### config.mk
export PLATFORM = sky130hd
export DESIGN_NAME = cfgdma_top
export DESIGN_NICKNAME = d
export VERILOG_FILES = /design/src/rtl/cfgdma_pkg.sv /design/src/rtl/cfgdma_regs.sv /design/src/rtl/cfgdma_seq.sv /design/src/rtl/cfgdma_arb.sv /design/src/rtl/cfgdma_top.sv
export SDC_FILE = /design/constraint.sdc
export NUM_CORES = 1
export LEC_CHECK = 0
export CORE_MARGIN = 3
export CORE_UTILIZATION = 60
export DETAILED_ROUTE_END_ITERATION = 10
export DONT_BUFFER_PORTS = 1
export GPL_TIMING_DRIVEN = 0
export MAX_ROUTING_LAYER = met4
export PLACE_DENSITY = 0.76
export REMOVE_ABC_BUFFERS = 1
export SKIP_LAST_GASP = 1
export SLEW_MARGIN = 30
export SYNTH_ARGS = -nofsm -noshare
export SYNTH_HDL_FRONTEND = slang
export SYNTH_SLANG_ARGS = --single-unit
### constraint.sdc
create_clock -name clk -period 4.35 [get_ports clk]
set_clock_uncertainty 0.1 [all_clocks]
set_input_delay 0.6525 -clock clk [delete_from_list [all_inputs] [get_ports clk]]
set_output_delay 0.6525 -clock clk [all_outputs]
set_load 0.05 [all_outputs]
### src/rtl/cfgdma_pkg.sv
// Package: shared constants, register addresses and sequencer states for the
// configuration image loader. Assumes one memory word carries two beats.
package cfgdma_pkg;
    localparam int REG_W  = 8;
    localparam int REG_AW = 3;
    localparam int DATA_W = 32;
    localparam int BEAT_W = 16;

    localparam logic [REG_AW-1:0] RA_CTRL    = 3'd0;
    localparam logic [REG_AW-1:0] RA_STATUS  = 3'd1;
    localparam logic [REG_AW-1:0] RA_BASE0   = 3'd2;
    localparam logic [REG_AW-1:0] RA_CNT0    = 3'd3;
    localparam logic [REG_AW-1:0] RA_BASE1   = 3'd4;
    localparam logic [REG_AW-1:0] RA_CNT1    = 3'd5;
    localparam logic [REG_AW-1:0] RA_SCRATCH = 3'd6;

    localparam int CB_START = 0;
    localparam int CB_IMG   = 1;
    localparam int CB_SOFT  = 2;
    localparam int CB_CLR   = 3;

    typedef enum logic [2:0] {
        S_IDLE,
        S_FETCH,
        S_LO,
        S_HI,
        S_FIN
    } seq_state_t;
endpackage

### src/rtl/cfgdma_regs.sv
// Register file: control, status, image descriptors, scratch and local reset.
// Assumes writes take effect at the clock edge and reads are combinational.
module cfgdma_regs
    import cfgdma_pkg::*;
#(
    parameter int RW  = REG_W,
    parameter int RAW = REG_AW
) (
    input  logic           clk,
    input  logic           rst_n,
    input  logic           reg_wr,
    input  logic [RAW-1:0] reg_addr,
    input  logic [RW-1:0]  reg_wdata,
    output logic [RW-1:0]  reg_rdata,
    input  logic           busy,
    input  logic           fin_pulse,
    input  logic           err_set,
    input  logic           viol_set,
    output logic           start_req,
    output logic           start_img,
    output logic [RW-1:0]  base0,
    output logic [RW-1:0]  cnt0,
    output logic [RW-1:0]  base1,
    output logic [RW-1:0]  cnt1,
    output logic           loc_rst_n
);
    logic          wr_ctrl, clr;
    logic          img_q, soft_q, done_q, err_q, viol_q;
    logic [RW-1:0] scratch_q;

    // Decode control-register write strobes.
    assign wr_ctrl   = reg_wr && (reg_addr == RA_CTRL);
    assign start_req = wr_ctrl && reg_wdata[CB_START];
    assign start_img = reg_wdata[CB_IMG];
    assign clr       = wr_ctrl && reg_wdata[CB_CLR];

    // Writable configuration registers and the local reset output.
    always_ff @(posedge clk) begin
        if (!rst_n) begin
            img_q     <= 1'b0;
            soft_q    <= 1'b0;
            loc_rst_n <= 1'b0;
            base0     <= '0;
            cnt0      <= '0;
            base1     <= '0;
            cnt1      <= '0;
            scratch_q <= '0;
        end else begin
            loc_rst_n <= wr_ctrl ? !reg_wdata[CB_SOFT] : !soft_q;
            if (wr_ctrl) begin
                img_q  <= reg_wdata[CB_IMG];
                soft_q <= reg_wdata[CB_SOFT];
            end
            if (reg_wr && reg_addr == RA_BASE0)   base0     <= reg_wdata;
            if (reg_wr && reg_addr == RA_CNT0)    cnt0      <= reg_wdata;
            if (reg_wr && reg_addr == RA_BASE1)   base1     <= reg_wdata;
            if (reg_wr && reg_addr == RA_CNT1)    cnt1      <= reg_wdata;
            if (reg_wr && reg_addr == RA_SCRATCH) scratch_q <= reg_wdata;
        end
    end

    // Sticky status flags: set has priority over clear.
    always_ff @(posedge clk) begin
        if (!rst_n) begin
            done_q <= 1'b0;
            err_q  <= 1'b0;
            viol_q <= 1'b0;
        end else begin
            if (fin_pulse)              done_q <= 1'b1;
            else if (clr || start_req)  done_q <= 1'b0;
            if (err_set)                err_q  <= 1'b1;
            else if (clr)               err_q  <= 1'b0;
            if (viol_set)               viol_q <= 1'b1;
            else if (clr)               viol_q <= 1'b0;
        end
    end

    // Read multiplexer.
    always_comb begin
        reg_rdata = '0;
        case (reg_addr)
            RA_CTRL: begin
                reg_rdata[CB_IMG]  = img_q;
                reg_rdata[CB_SOFT] = soft_q;
            end
            RA_STATUS: begin
                reg_rdata[0] = busy;
                reg_rdata[1] = done_q;
                reg_rdata[2] = err_q;
                reg_rdata[3] = viol_q;
            end
            RA_BASE0:   reg_rdata = base0;
            RA_CNT0:    reg_rdata = cnt0;
            RA_BASE1:   reg_rdata = base1;
            RA_CNT1:    reg_rdata = cnt1;
            RA_SCRATCH: reg_rdata = scratch_q;
            default:    reg_rdata = '0;
        endcase
    end

    // a clear with no new violation leaves the flag low.
    a_r4_viol_clear: assert property (@(posedge clk) disable iff (!rst_n)
        (clr && !viol_set) |=> !viol_q);
    // done only rises after the sequencer's finish cycle.
    a_r8_done_after_fin: assert property (@(posedge clk) disable iff (!rst_n)
        $rose(done_q) |-> $past(fin_pulse));
endmodule

### src/rtl/cfgdma_seq.sv
// Load sequencer: reads an image word by word and emits two beats per word,
// low half first. Assumes memory returns read data one cycle after a request.
module cfgdma_seq
    import cfgdma_pkg::*;
#(
    parameter int RW = REG_W,
    parameter int DW = DATA_W,
    parameter int BW = BEAT_W
) (
    input  logic          clk,
    input  logic          rst_n,
    input  logic          start_req,
    input  logic          start_img,
    input  logic [RW-1:0] base0,
    input  logic [RW-1:0] cnt0,
    input  logic [RW-1:0] base1,
    input  logic [RW-1:0] cnt1,
    input  logic [DW-1:0] mem_rdata,
    output logic          dma_req,
    output logic [RW-1:0] dma_addr,
    output logic          busy,
    output logic          fin_pulse,
    output logic          err_set,
    output logic [BW-1:0] prog_data,
    output logic          prog_valid,
    output logic          fpga_rst_n
);
    seq_state_t    state_q;
    logic [RW-1:0] ptr_q, left_q, sel_base, sel_cnt;
    logic [BW-1:0] hi_q;
    logic          last_word;

    // Pick the descriptor of the requested image.
    assign sel_base  = start_img ? base1 : base0;
    assign sel_cnt   = start_img ? cnt1 : cnt0;
    assign last_word = (left_q == RW'(1));
    assign busy      = (state_q != S_IDLE);
    assign fin_pulse = (state_q == S_FIN);
    assign err_set   = start_req && !busy && (sel_cnt == '0);
    assign dma_addr  = ptr_q;

    // Memory read issue: first word, then the next word overlapped with the high beat.
    always_comb begin
        dma_req = 1'b0;
        if (state_q == S_FETCH)                dma_req = 1'b1;
        else if (state_q == S_HI && !last_word) dma_req = 1'b1;
    end

    // State, address pointer, word counter and beat output registers.
    always_ff @(posedge clk) begin
        if (!rst_n) begin
            state_q    <= S_IDLE;
            ptr_q      <= '0;
            left_q     <= '0;
            hi_q       <= '0;
            prog_data  <= '0;
            prog_valid <= 1'b0;
            fpga_rst_n <= 1'b1;
        end else begin
            case (state_q)
                S_IDLE: begin
                    prog_valid <= 1'b0;
                    if (start_req && sel_cnt != '0) begin
                        ptr_q      <= sel_base;
                        left_q     <= sel_cnt;
                        fpga_rst_n <= 1'b0;
                        state_q    <= S_FETCH;
                    end
                end
                S_FETCH: begin
                    ptr_q      <= ptr_q + 1'b1;
                    prog_valid <= 1'b0;
                    state_q    <= S_LO;
                end
                S_LO: begin
                    prog_data  <= mem_rdata[BW-1:0];
                    hi_q       <= mem_rdata[DW-1:BW];
                    prog_valid <= 1'b1;
                    state_q    <= S_HI;
                end
                S_HI: begin
                    prog_data  <= hi_q;
                    prog_valid <= 1'b1;
                    left_q     <= left_q - 1'b1;
                    if (!last_word) begin
                        ptr_q   <= ptr_q + 1'b1;
                        state_q <= S_LO;
                    end else begin
                        state_q <= S_FIN;
                    end
                end
                S_FIN: begin
                    prog_valid <= 1'b0;
                    fpga_rst_n <= 1'b1;
                    state_q    <= S_IDLE;
                end
                default: state_q <= S_IDLE;
            endcase
        end
    end

    // every beat goes out while the target is held in reset.
    a_r7_reset_during_beats: assert property (@(posedge clk) disable iff (!rst_n)
        prog_valid |-> !fpga_rst_n);
    // the finish cycle carries the final beat.
    a_r8_fin_has_last_beat: assert property (@(posedge clk) disable iff (!rst_n)
        (state_q == S_FIN) |-> prog_valid);
    // a low beat is always followed by its high beat.
    a_r6_beat_pairs: assert property (@(posedge clk) disable iff (!rst_n)
        (state_q == S_LO) |=> prog_valid);
endmodule

### src/rtl/cfgdma_arb.sv
// Memory path arbiter: passes CPU accesses while idle, gives the path to the
// sequencer while busy and answers blocked CPU accesses with zero data.
module cfgdma_arb
    import cfgdma_pkg::*;
#(
    parameter int AW = REG_W,
    parameter int DW = DATA_W
) (
    input  logic          clk,
    input  logic          rst_n,
    input  logic          busy,
    input  logic          cpu_req,
    input  logic          cpu_we,
    input  logic [AW-1:0] cpu_addr,
    input  logic [DW-1:0] cpu_wdata,
    output logic [DW-1:0] cpu_rdata,
    output logic          cpu_ack,
    input  logic          dma_req,
    input  logic [AW-1:0] dma_addr,
    output logic          mem_req,
    output logic          mem_we,
    output logic [AW-1:0] mem_addr,
    output logic [DW-1:0] mem_wdata,
    input  logic [DW-1:0] mem_rdata,
    output logic          viol_set
);
    logic blk_q;

    // Route the memory port to the current owner.
    assign mem_req   = busy ? dma_req : cpu_req;
    assign mem_we    = !busy && cpu_we;
    assign mem_addr  = busy ? dma_addr : cpu_addr;
    assign mem_wdata = cpu_wdata;
    assign viol_set  = busy && cpu_req;
    assign cpu_rdata = (cpu_ack && !blk_q) ? mem_rdata : '0;

    // Track acknowledge timing and whether the access was blocked.
    always_ff @(posedge clk) begin
        if (!rst_n) begin
            cpu_ack <= 1'b0;
            blk_q   <= 1'b0;
        end else begin
            cpu_ack <= cpu_req;
            blk_q   <= cpu_req && busy;
        end
    end

    // every acknowledge answers a request of the previous cycle.
    a_r2_ack_follows_req: assert property (@(posedge clk) disable iff (!rst_n)
        cpu_ack |-> $past(cpu_req));
    // an access made while busy returns zero data.
    a_r3_blocked_reads_zero: assert property (@(posedge clk) disable iff (!rst_n)
        (cpu_ack && $past(busy)) |-> (cpu_rdata == '0));
endmodule

### src/rtl/cfgdma_top.sv
// Top level of the configuration image loader: ties together the register
// file, the load sequencer and the memory path arbiter.
module cfgdma_top
    import cfgdma_pkg::*;
#(
    parameter int RW  = REG_W,
    parameter int RAW = REG_AW,
    parameter int DW  = DATA_W,
    parameter int BW  = BEAT_W
) (
    input  logic           clk,
    input  logic           rst_n,
    input  logic           reg_wr,
    input  logic [RAW-1:0] reg_addr,
    input  logic [RW-1:0]  reg_wdata,
    output logic [RW-1:0]  reg_rdata,
    input  logic           cpu_req,
    input  logic           cpu_we,
    input  logic [RW-1:0]  cpu_addr,
    input  logic [DW-1:0]  cpu_wdata,
    output logic [DW-1:0]  cpu_rdata,
    output logic           cpu_ack,
    output logic           mem_req,
    output logic           mem_we,
    output logic [RW-1:0]  mem_addr,
    output logic [DW-1:0]  mem_wdata,
    input  logic [DW-1:0]  mem_rdata,
    output logic [BW-1:0]  prog_data,
    output logic           prog_valid,
    output logic           fpga_rst_n,
    output logic           loc_rst_n
);
    logic          busy, fin_pulse, err_set, viol_set, start_req, start_img;
    logic          dma_req;
    logic [RW-1:0] dma_addr, base0, cnt0, base1, cnt1;

    cfgdma_regs #(.RW(RW), .RAW(RAW)) u_regs (
        .clk(clk), .rst_n(rst_n), .reg_wr(reg_wr), .reg_addr(reg_addr),
        .reg_wdata(reg_wdata), .reg_rdata(reg_rdata), .busy(busy),
        .fin_pulse(fin_pulse), .err_set(err_set), .viol_set(viol_set),
        .start_req(start_req), .start_img(start_img), .base0(base0),
        .cnt0(cnt0), .base1(base1), .cnt1(cnt1), .loc_rst_n(loc_rst_n)
    );

    cfgdma_seq #(.RW(RW), .DW(DW), .BW(BW)) u_seq (
        .clk(clk), .rst_n(rst_n), .start_req(start_req), .start_img(start_img),
        .base0(base0), .cnt0(cnt0), .base1(base1), .cnt1(cnt1),
        .mem_rdata(mem_rdata), .dma_req(dma_req), .dma_addr(dma_addr),
        .busy(busy), .fin_pulse(fin_pulse), .err_set(err_set),
        .prog_data(prog_data), .prog_valid(prog_valid), .fpga_rst_n(fpga_rst_n)
    );

    cfgdma_arb #(.AW(RW), .DW(DW)) u_arb (
        .clk(clk), .rst_n(rst_n), .busy(busy), .cpu_req(cpu_req),
        .cpu_we(cpu_we), .cpu_addr(cpu_addr), .cpu_wdata(cpu_wdata),
        .cpu_rdata(cpu_rdata), .cpu_ack(cpu_ack), .dma_req(dma_req),
        .dma_addr(dma_addr), .mem_req(mem_req), .mem_we(mem_we),
        .mem_addr(mem_addr), .mem_wdata(mem_wdata), .mem_rdata(mem_rdata),
        .viol_set(viol_set)
    );

    // a rejected start never leaves the sequencer busy.
    a_r9_error_no_load: assert property (@(posedge clk) disable iff (!rst_n)
        err_set |=> !busy);
    // no memory write is issued while a load owns the path.
    a_r3_no_write_while_loading: assert property (@(posedge clk) disable iff (!rst_n)
        !fpga_rst_n |-> !mem_we);
endmodule

* Yosys cells after proc, flatten, opt, wreduce, memory -nomap -nowiden
Index checks and enable logic that the tools add are counted.
** Storage, ports and cells
- Register bits after elaboration :: 101
- Input port bits :: 88
- Output and inout bits :: 102
- Logic and storage cells :: 103
** Operators by class
- Add/subtract/negate cells :: 2
- Eq/ne operators :: 13
- Muxes and demuxes :: 29
- Reductions and logical operators :: 39
** Operators with widths (number)
- $mux 8 :: 6
- $mux 32 :: 1
- $pmux 16 s2 :: 1
- $pmux 8 s3 :: 1
- $pmux 4 s5 :: 1
- $pmux 8 s2 :: 1
- $logic_and 1x1->1 :: 15
- $pmux 2 s7 :: 1
- $reduce_bool 2->1 :: 7
- $eq 3x2->1 const B :: 4
- $eq 3x3->1 const B :: 4
- $pmux 1 s6 :: 2
- $pmux 3 s4 :: 1
- $mux 1 :: 10
- $add 8x1->8 const B :: 1
- $eq 8x1->1 const B :: 1
- $logic_not 8->1 :: 1
- $reduce_bool 8->1 :: 1
- $sub 8x1->8 const B :: 1
- $eq 3x1->1 const B :: 2
- $logic_not 3->1 :: 2
- $mux 3 :: 2
- $reduce_bool 3->1 :: 2
- $logic_not 1->1 :: 5
- 8 further kinds :: 10

* Longest topological paths before layout
Gate-level depths: netlist of the first run.
- Depth after elaboration :: 6
- Depth in mapped cells :: 7
- Mapped depth without buffers :: 7

* Cells and area by module
A second synthesis of the first run with hierarchy kept.
** Second synthesis, totals
- Cell total of the unflattened synthesis :: 647
- Area, all modules :: 5641.7 um^2
** By module, submodules not included
- cfgdma_seq :: times used 1, cells each 322, area each 2750.1 um^2, seq. area each 1061.0 um^2
- cfgdma_regs :: times used 1, cells each 239, area each 2132.0 um^2, seq. area each 920.9 um^2
- cfgdma_arb :: times used 1, cells each 86, area each 759.5 um^2, seq. area each 40.0 um^2

* Worst setup path after synthesis of the first run
No wires, ideal clock.
- Kind :: input port to output port
- Start :: in reg_addr[0]
- End :: out reg_rdata[1]
- Arrival time :: 2.450 ns
- Path slack :: 1.147 ns
- Cell stages on the path :: 4
- Buffers on the path :: 1
- Cells stage by stage :: clkbuf_1 -> nor2b_1 -> a21oi_1 -> o21ai_0
** On the way
- Cells in the longest elaborated chain, start to end :: 2
** RTL lines
- start: declaration :: line cfgdma_top.sv:14 : input logic [RAW-1:0] reg_addr,
- $eq 3x3->1 (tied with other cells) :: line cfgdma_regs.sv:81 : case (reg_addr)
- $pmux 2 s7 (*) :: line cfgdma_regs.sv:81
- end: declaration :: line cfgdma_top.sv:16 : output logic [RW-1:0] reg_rdata,
Every way passes the cells marked *; elsewhere a longest branch is shown, timed or not.

* Final worst setup path of the first run
- Start :: reg u_seq.state_q[0]
- End :: reg u_seq.left_q[5]
** On the way
- Cells in the longest elaborated chain, start to end :: 3
** RTL lines
- start: declaration :: line cfgdma_seq.sv:28 : seq_state_t state_q;
- start signal: assignment :: line cfgdma_seq.sv:52 : state_q <= S_IDLE;
- start signal: assignment :: line cfgdma_seq.sv:67 : state_q <= S_FETCH;
- start signal: assignment :: line cfgdma_seq.sv:73 : state_q <= S_LO;
- $logic_not 3->1 or $eq 3x2->1 (tied branches) :: line cfgdma_seq.sv:60 : case (state_q)
- $ne 2x1->1 (no line) or $reduce_bool 2->1 (tied branches)
- $reduce_and 2->1 (no line)
- end signal: assignment :: line cfgdma_seq.sv:65 : left_q <= sel_cnt;
- end signal: assignment :: line cfgdma_seq.sv:84 : left_q <= left_q - 1'b1;
- end: declaration :: line cfgdma_seq.sv:29 : logic [RW-1:0] ptr_q, left_q, sel_base, sel_cnt;
Several ways; a longest one is shown, not always the timed one.
A chain may end at the register's enable or synchronous reset.

==> summary.md, run 1 <==
| Metric | Value |
|---|---|
| Max Cap Viol | 0 |
| Layout Nets | between 600 and 700 |
| # DRC | 0 |
| Pwr Total | 1.76 mW |
| H-tree Lvls | 3 |
| WL final | ~14000 um |
| Internal | roughly 1.3 mW |
| Clk pwr share | 35.6% |
| Required time of the worst setup path | approximately 4500 ps |
| F_max | about 290 MHz |
| N_diodes | 0 |
| Area grow syn2layout | -0.301% |
| Post-synth top flop | dfxtp_1 |
| Fin crit share | 79.6% |
| Top post-synthesis cells by count | nand2_1, dfxtp_1, a21boi_0 |
| TritonCTS clock tree | done |
| CP arrival | 3630 ps |
| Syn_area_per_cell | slightly above 8 sq um |
| Hold buffer count at cts | 0 |
| Via density per instance | around 6.4 |
| Combinational Power Share | under 10% |
| Clock Pin Slew Worst Setup and Hold Paths | roughly 100 ps |
| VDD IR max | 0.170 mV |
| Routability Congestion | between 0.8 and 0.9 |
| RSZ-0062 raised after global routing | no |
| Cell row count | 33 |
| Via Count | ~4500 |
| Hold crit path type | in -> reg |
| Antenna-violating nets left | 0 |
| Buffers from clock root to sink, at most | 2 |
| Final number of setup-violating endpoints | 0 |
| Setup Buffers After CTS | 0 |
| Seq/Total Area, Yosys | between 30% and 40% |
| Grt total ovfl | 0 |
| I/O pin count | 190 |
| CTS sink cnt | a little over 100 |
| Critical path class | reg -> reg |
| Fin. Hold Viols | 0 |
| Clock buffer count from CTS | 9 |
| Post-synth top area cell | dfxtp_1 |
| Slew headroom | 32.2% |
| Cts repair resizes | 0 |
| IO Port Bufs | 0 |
| Root Driver | clkbuf_8 |
| Setup crit end kind | register |
| Pwr Density | approximately 330 nW/um^2 |
| Synth top area share | between 30% and 40% |
| Core box area | around 8500 sq um |
| Pleak | approximately 1.9 nW |
| Initial antenna violation count | 0 |
| Sw frac | between 20% and 30% |
| Worst slew pin tran | a little over 1000 ps |
| Top cells by area, synth | dfxtp_1, nand2_1, a21boi_0 |
| Largest net degree at the start of global routing | approximately 110 |
| EDFF count, synth | 0 |
| Sequential share of power | a little over half |
| Minimum clock period | ~3500 ps |
| Initial Util | a little under two thirds |
| Layout cells sized above 1 | 8.49% |
| Most frequent cell after synthesis | nand2_1 |
| Die span in y | slightly above 100 um |
| Die width | 101 um |
| DR iter-0 viols | ~250 |
| First-pass GRT wire length | ~21000 um |
| Type of origin of the critical path | register |
| Mapped Cells | around 660 |
| Post-synth cell types | 55 |
| #FFs+latches synth | just over 100 |
| Setup_tns | 0 ps |
| Crit-path max FO | 24 |
| Status | finished, final reports clean |
| Post-synth ARST share | 0% |
| YS warnings | 0 |
| All-layer global routing usage | 27.5% |
| Drt wl/cell | 19.8 um |
| First-pass DRT Iterations | 5 |
| Detailed Place HPWL | roughly 10000 um |
| Synthesized area | roughly 5400 sq um |
| Worst-Skew Late Latency | between 300 and 400 ps |
| NetSw | slightly below 0.5 mW |
| Fin. max-slew vios | 0 |
| Die area | approximately 10000 sq um |
| Vias in the first global route | between 4000 and 5000 |
-- sequential cells by signal, indices dropped and copies added, names as in the netlist, 3 cells and up --
register	cells
u_regs.base0	8
u_regs.cnt0	8
u_seq.prog_data	16
u_seq.hi_q	16
u_regs.scratch_q	8
u_seq.state_q	3
u_regs.base1	8
u_regs.cnt1	8
u_seq.dma_addr	8
u_seq.left_q	8
-- layer usage --
metal	routed length (um)	share of wire, %	GRT usage (%)	vias to the layer above
met5	0	0	-	-
li1	-	-	-	2137
met1	6240	45	36.8	2168
met4	163	1.2	7.26	0
met2	6490	46	40.7	169
met3	1100	7.8	8.17	14
-- metrics by stage --
step                      setup WS [ps]  util [%]  cells  hold WS, ps  cell area, sq um
after global routing                626      63.7    706          282              5390
after floorplan                    1380         -    584          340              4990
after CTS                           907      63.6    706          261              5380
final                               886      63.7    706          301              5390
after detailed placement            947      61.2    690          354              5180
after global placement              471      60.5    689          347              5120
-- path summary, 6_finish.rpt --
check,from,end,slack [ps],depth (start not counted)
hold reg to reg,u_regs.scratch_q[0],u_regs.scratch_q[0],370,2
setup / recovery,u_seq.state_q[0],u_seq.left_q[5],890,5
hold / removal,cpu_req,u_arb.cpu_ack,300,2
setup reg to reg,u_seq.state_q[0],u_seq.left_q[5],890,5
-- cell type report --
class | instances | area, sq um
fill | 742 | 3080
multi-input combinational | 475 | 2990
sequential | 101 | 2020
tap | 105 | 131
clock buffer | 9 | 124
clock inverter | 7 | 81.3
inverter | 8 | 30.0
timing repair buffer | 1 | 11.3
-- cells in the final DEF, fill, tap and decap left out, types with 11 or more instances in the layout --
cell type / synthesis / layout
a21oi_1: 20 / 19
o21ai_0: 29 / 25
nor2_1: 30 / 28
mux2_2: 11 / 11
and2_1: 37 / 37
mux2i_1: 30 / 30
nor2b_1: 20 / 19
dfxtp_1: 101 / 101
a21boi_0: 53 / 53
nand2_1: 131 / 131
-- kinds of logic after synthesis --
group / synth area share [%]
DFF: 37.4
buffers and inverters: 8.27
xor gates and xnor gates: 0.162
and+or+nand+nor: 23.6
AOI/OAI and AO/OA: 21.6
muxes: 8.27
adders and majority gates: 0.695
-- critical path, stage by stage, from the launching register on --
cell	delay [ps]
dfxtp_1	900
nor2b_1	580
nand2_1	590
or4_1	680
o311a_1	330
o21a_1	180
-- power groups by stage --
stage	Combinational, mW	Clock (mW)	Sequential, mW
2_1_floorplan	0.150	0	0.979
3_3_place_gp	0.165	0	0.982
3_5_place_dp	0.171	0	0.983
4_1_cts	0.171	0.634	0.961
5_1_grt	0.183	0.669	0.964
6_report	0.171	0.628	0.962
Note: power is estimated with default switching activity, not from simulation.
==> run 2, diff against run 1 <==
CORE_UTILIZATION = 58   (was 60)
clock period = 3.1 ns   (was 4.35 ns; I/O delays follow)
==> run 2 against run 1 <==
Critical path depth is the same. Utilization shrank 2.8 points. Global-route usage shrank 0.48 points. Non-clock buffer count is the same. Die area grew 3.2%. Sequential cell count is the same. Cell count grew 0.28%. Sequential power grew 40%. Combinational power grew 40%. Largest cell class unchanged.
==> summary.md, run 2 (synthesized netlist as in run 1, its figures left out) <==
| Metric | Value |
|---|---|
| Required time of the worst setup path | 3270 ps (was 4520 ps) |
| Largest net degree at the start of global routing | 107 (unchanged) |
| Setup Buffers After CTS | 0 (unchanged) |
| # DRC | 0 (unchanged) |
| Internal | 1.86 mW (was 1.26 mW) |
| Most frequent cells in the layout | nand2_1, dfxtp_1, a21boi_0, and2_1, mux2i_1 (unchanged) |
| All-layer global routing usage | 27.0% (was 27.5%) |
| Layout cells sized above 1 | 8.50% (was 8.49%) |
| Type of origin of the critical path | register (unchanged) |
| Core box area | 8890 sq um (was 8460 sq um) |
| Largest registers | u_seq.hi_q (16), u_seq.prog_data (16) (unchanged) |
| Buffer and inverter count on the worst path | 0 (unchanged) |
| Crit-path cells | nor2b_1 > nand2_2 > or4_1 > o311a_1 > o21a_1 (was nor2b_1 > nand2_1 > or4_1 > o311a_1 > o21a_1) |
| VDD IR max | 0.222 mV (was 0.170 mV) |
| Crit-path slowest cell | dfxtp_2 (was dfxtp_1) |
| Register area | 2020 sq um (about the same) |
| Max Cap Viol | 0 (unchanged) |
| Routability Congestion | 0.868 (was 0.889) |
| Placed cells | 693 (was 690) |
| Layout Cells excl Fill | 708 (was 706) |
| Most common cell after layout, fill and taps aside | nand2_1 (unchanged) |
| Area grow syn2layout | 0.116% (was -0.301%) |
| I/O pin count | 190 (unchanged) |
| Crit-path max FO | 24 (unchanged) |
| DR iter-0 viols | 300 (was 246) |
| Drt wl/cell | 19.7 um (was 19.8 um) |
| IO Port Bufs | 0 (unchanged) |
| Fill count | 801 (was 742) |
| Initial Util | 60.8% (was 63.8%) |
| Fin. max-slew vios | 0 (unchanged) |
| Minimum clock period | 2930 ps (was 3460 ps) |
| Setup_tns | 0 ps (unchanged) |
| Hold buffer count at cts | 0 (unchanged) |
| Grt total ovfl | 0 (unchanged) |
| Pwr Density | 468 nW/um^2 (was 327 nW/um^2) |
| Worst-Skew Late Latency | 360 ps (was 370 ps) |
| Combinational Power Share | 9.5% (was 9.7%) |
| Antenna-violating nets left | 0 (unchanged) |
| Critical path class | reg -> reg (unchanged) |
| Sw frac | 26.4% (was 28.2%) |
| TritonCTS clock tree | done (unchanged) |
| Cell row count | 34 (was 33) |
| Die span in y | 103 um (was 101 um) |
| Clk pwr share | 37.2% (was 35.6%) |
| Die width | 103 um (was 101 um) |
| Initial antenna violation count | 0 (unchanged) |
| CP arrival | 3100 ps (was 3630 ps) |
| WL final | 13900 um (was 14000 um) |
| Fin. Hold Viols | 0 (unchanged) |
| Hold crit path type | in -> reg (unchanged) |
| Layout Nets | 687 (unchanged) |
| Detailed Place HPWL | 9920 um (was 9970 um) |
| Root Driver | clkbuf_8 (unchanged) |
| Fin crit share | 94.4% (was 79.6%) |
| Buffers from clock root to sink, at most | 2 (unchanged) |
| Status | finished, final reports clean (unchanged) |
| CP max stage delay | 640 ps (was 900 ps) |
| N_diodes | 0 (unchanged) |
| F_max | 342 MHz (was 289 MHz) |
| Pleak | 1.88 nW (about the same) |
| Clock Pin Slew Worst Setup and Hold Paths | 100 ps (about the same) |
| Final hold slack | 120 ps (was 301 ps) |
| Clock buffer count from CTS | 9 (unchanged) |
| Via Count | 4515 (was 4488) |
| Vias in the first global route | 4169 (was 4163) |
| Sequential share of power | 53.3% (was 54.6%) |
| Slew headroom | 29.9% (was 32.2%) |
| Setup crit end kind | register (unchanged) |
| CTS sink cnt | 101 (unchanged) |
| Top Family by Delay on Critical Path | simple AND/OR/NAND/NOR gates (unchanged) |
| First-pass GRT wire length | 21700 um (was 21400 um) |
| First-pass DRT Iterations | 5 (unchanged) |
| Worst slew pin tran | 1040 ps (was 1010 ps) |
| NetSw | 0.669 mW (was 0.496 mW) |
| Area of the multi-input gates | 2990 sq um (about the same) |
| Via density per instance | 6.38 (was 6.36) |
| Final number of setup-violating endpoints | 0 (unchanged) |
| RSZ-0062 raised after global routing | no (unchanged) |
| Die area | 10500 sq um (was 10200 sq um) |
| H-tree Lvls | 3 (unchanged) |
## run 2: final cells by class
cell class / instances / share of cell area [%]
well taps: 108 / 2.50
inverters: 8 / 0.555
multi-input cells: 475 / 55.3
flip-flops and latches: 101 / 37.4
clock inverters: 5 / 1.57
clock buffers: 10 / 2.54
repair buffers: 1 / 0.139
## run 2: routing by layer
| layer | track usage (%) | up-vias | share of wire (%) |
|---|---|---|---|
| met2 | 39.0 | 168 | 47 |
| met4 | 6.56 | 0 | 1.1 |
| met1 | 37.3 | 2185 | 45 |
| met3 | 7.85 | 18 | 7.6 |
| met5 | - | - | 0 |
| li1 | - | 2144 | - |
## run 2: final timing paths
| path | endpoint | slack (ps) | depth (start not counted) | start |
|---|---|---|---|---|
| hold / removal | u_arb.cpu_ack | 120 | 2 | cpu_req |
| setup reg to reg | u_seq.left_q[5] | 170 | 5 | u_seq.state_q[0] |
| hold reg to reg | u_seq.hi_q[13] | 370 | 2 | u_seq.hi_q[13] |
| setup / recovery | u_seq.left_q[5] | 170 | 5 | u_seq.state_q[0] |
## run 2: stage by stage
stage | area [sq um] | utilization (%) | setup slack (ps) | power (mW)
global route | 5410 | 60.9 | 14.7 | 2.62
finish | 5410 | 60.9 | 173 | 2.53
global placement | 5120 | 57.6 | -730 | 1.61
CTS | 5410 | 60.8 | 105 | 2.54
detailed placement | 5180 | 58.2 | -361 | 1.62
floorplan | 4990 | - | 237 | 1.58
## run 2: repair_timing
action,in CTS,in global routing
setup endpoints to repair,2,0
hold endpoints to repair,0,0
gates resized for setup,2,0
## run 2: power groups by stage
stage / registers, mW / logic, mW / clock network, mW
after global routing: 1.35 / 0.256 / 1.01
after global placement: 1.38 / 0.231 / 0
after floorplan: 1.37 / 0.211 / 0
final: 1.35 / 0.240 / 0.942
after detailed placement: 1.38 / 0.240 / 0
after CTS: 1.35 / 0.240 / 0.953
==> run 3, diff against run 2 <==
CTS_BUF_LIST = sky130_fd_sc_hd__clkbuf_16   (was not set)
==> run 3 against run 2 <==
Sequential share of layout area is 0.62 points lower. Critical path depth did not move. Cell count did not move. Via count down 0.33%. Total power increased by 10%. Wire length is 0.59% higher. Sequential cell count unchanged. Sequential power hardly changed. Global-route usage grew 0.16 points. Register-to-register slack worse by 40 ps. Fmax is 1.4% lower. Critical path type unchanged. Critical endpoint unchanged. Largest cell class unchanged. Highest routed layer unchanged.
==> summary.md, run 3 (synthesized netlist as in run 1, its figures left out) <==
| Metric | Value |
|---|---|
| Layout Nets | 687 (unchanged) |
| WL final | 14000 um (was 13900 um) |
| Setup Buffers After CTS | 0 (unchanged) |
| Sw frac | 25.1% (was 26.4%) |
| Hold buffer count at cts | 0 (unchanged) |
| Die area | 10500 sq um (unchanged) |
| Buffers from clock root to sink, at most | 2 (unchanged) |
| H-tree Lvls | 3 (unchanged) |
| Largest net degree at the start of global routing | 107 (unchanged) |
| Drt wl/cell | 19.8 um (was 19.7 um) |
| Final hold slack | 140 ps (was 120 ps) |
| Placed Area | 5180 sq um (unchanged) |
| Clock buffer count from CTS | 9 (unchanged) |
| Antenna-violating nets left | 0 (unchanged) |
| Die span in y | 103 um (unchanged) |
| Fin crit share | 95.8% (was 94.4%) |
| Via density per instance | 6.36 (was 6.38) |
| CP arrival | 3110 ps (was 3100 ps) |
| Slew headroom | 32.3% (was 29.9%) |
| Final instance area | 5500 sq um (was 5410 sq um) |
| NetSw | 0.700 mW (was 0.669 mW) |
| # DRC | 0 (unchanged) |
| DR iter-0 viols | 292 (was 300) |
| Clock Pin Slew Worst Setup and Hold Paths | 70 ps (was 100 ps) |
| Detailed Place HPWL | 9920 um (unchanged) |
| Root Driver | clkbuf_16 (was clkbuf_8) |
| Via Count | 4500 (was 4515) |
| RSZ-0062 raised after global routing | no (unchanged) |
| Core box area | 8890 sq um (unchanged) |
| Final number of setup-violating endpoints | 0 (unchanged) |
| Worst slew pin tran | 1010 ps (was 1040 ps) |
| Hold crit path type | in -> reg (unchanged) |
| Layout cells sized above 1 | 8.33% (was 8.50%) |
| Internal | 2.09 mW (was 1.86 mW) |
| Status | finished, final reports clean (unchanged) |
| IO Port Bufs | 0 (unchanged) |
| First-pass GRT wire length | 21700 um (about the same) |
| CTS sink cnt | 101 (unchanged) |
| Pwr Density | 507 nW/um^2 (was 468 nW/um^2) |
| Clk pwr share | 43.0% (was 37.2%) |
| Pleak | 1.92 nW (was 1.88 nW) |
| Most frequent cells in the layout | nand2_1, dfxtp_1, a21boi_0, and2_1, mux2i_1 (unchanged) |
| Die width | 103 um (unchanged) |
| Routability Congestion | 0.868 (unchanged) |
| Cell row count | 34 (unchanged) |
| VDD IR max | 0.239 mV (was 0.222 mV) |
| Worst-Skew Late Latency | 340 ps (was 360 ps) |
| Initial Util | 60.8% (unchanged) |
| First-pass DRT Iterations | 5 (unchanged) |
| TritonCTS clock tree | done (unchanged) |
| Setup crit end kind | register (unchanged) |
| F_max | 337 MHz (was 342 MHz) |
| Pwr Total | 2.79 mW (was 2.53 mW) |
| Type of origin of the critical path | register (unchanged) |
| Minimum clock period | 2970 ps (was 2930 ps) |
| N_diodes | 0 (unchanged) |
| Initial antenna violation count | 0 (unchanged) |
| Fin. max-slew vios | 0 (unchanged) |
| Combinational Power Share | 8.6% (was 9.5%) |
| Grt total ovfl | 0 (unchanged) |
| Crit-path max FO | 24 (unchanged) |
| Vias in the first global route | 4199 (was 4169) |
| Sequential share of power | 48.4% (was 53.3%) |
| I/O pin count | 190 (unchanged) |
| Most common cell after layout, fill and taps aside | nand2_1 (unchanged) |
| Fin. Hold Viols | 0 (unchanged) |
| Largest registers | u_seq.hi_q (16), u_seq.prog_data (16) (unchanged) |
| All-layer global routing usage | 27.2% (was 27.0%) |
| Area grow syn2layout | 1.81% (was 0.116%) |
| Critical path class | reg -> reg (unchanged) |
| Max Cap Viol | 0 (unchanged) |
| Required time of the worst setup path | 3240 ps (was 3270 ps) |
[run 3: changes by cell type in the layout (fill, tap and decap cells not counted), sizes merged]
cell and change:
clkinv +1, clkbuf -1
[run 3: area by class of cell]
cell class	instances	area, sq um
Clock inverter	6	88.8
Fill cell	783	3390
Timing Repair Buffer	1	7.51
Multi-Input combinational cell	475	2990
Sequential cell	101	2020
Tap cell	108	135
Inverter	8	30.0
Clock buffer	9	225
[run 3: critical path: stages, from the launching register on]
cell and delay [ps]:
dfxtp_2 630, nor2b_1 570, nand2_2 420, or4_1 620
o311a_1 330, o21a_1 180
[run 3: worst paths after layout]
path	from	endpoint	slack, ps	depth (start not counted)
max reg2reg	u_seq.state_q[0]	u_seq.left_q[5]	130	5
min	rst_n	u_seq.fpga_rst_n	140	1
min reg2reg	u_seq.hi_q[13]	u_seq.hi_q[13]	360	2
max	u_seq.state_q[0]	u_seq.left_q[5]	130	5
[run 3: per-layer routing]
metal  vias up  GRT usage [%]  wire length, um  part of all wire, %
li1       2144              -                -                    -
met1      2162           37.5             6290                   45
met2       177           39.1             6480                   46
met3        17           7.65             1070                  7.6
met4         0           7.47              180                  1.3
met5         -              -                0                    0
[run 3: what timing repair did]
item,in CTS,in global routing
setup endpoints to repair,2,0
endpoints found under the hold margin,0,0
gates resized for setup,2,0
[run 3: per-stage QoR]
stage               utilization [%]  worst slack [ps]  TNS [ps]  instances
floorplan                         -               237         0        584
global placement               57.6              -730     -6520        692
detailed placement             58.2              -361      -628        693
CTS                            61.8               134         0        708
global route                   61.9              10.2         0        708
finish                         61.9               131         0        708
[run 3: power by group through the flow]
stage	clock network, mW	registers [mW]	logic, mW
after floorplan	0	1.37	0.211
after global placement	0	1.38	0.231
after detailed placement	0	1.38	0.240
after CTS	1.22	1.35	0.240
after global routing	1.27	1.35	0.256
final	1.20	1.35	0.240
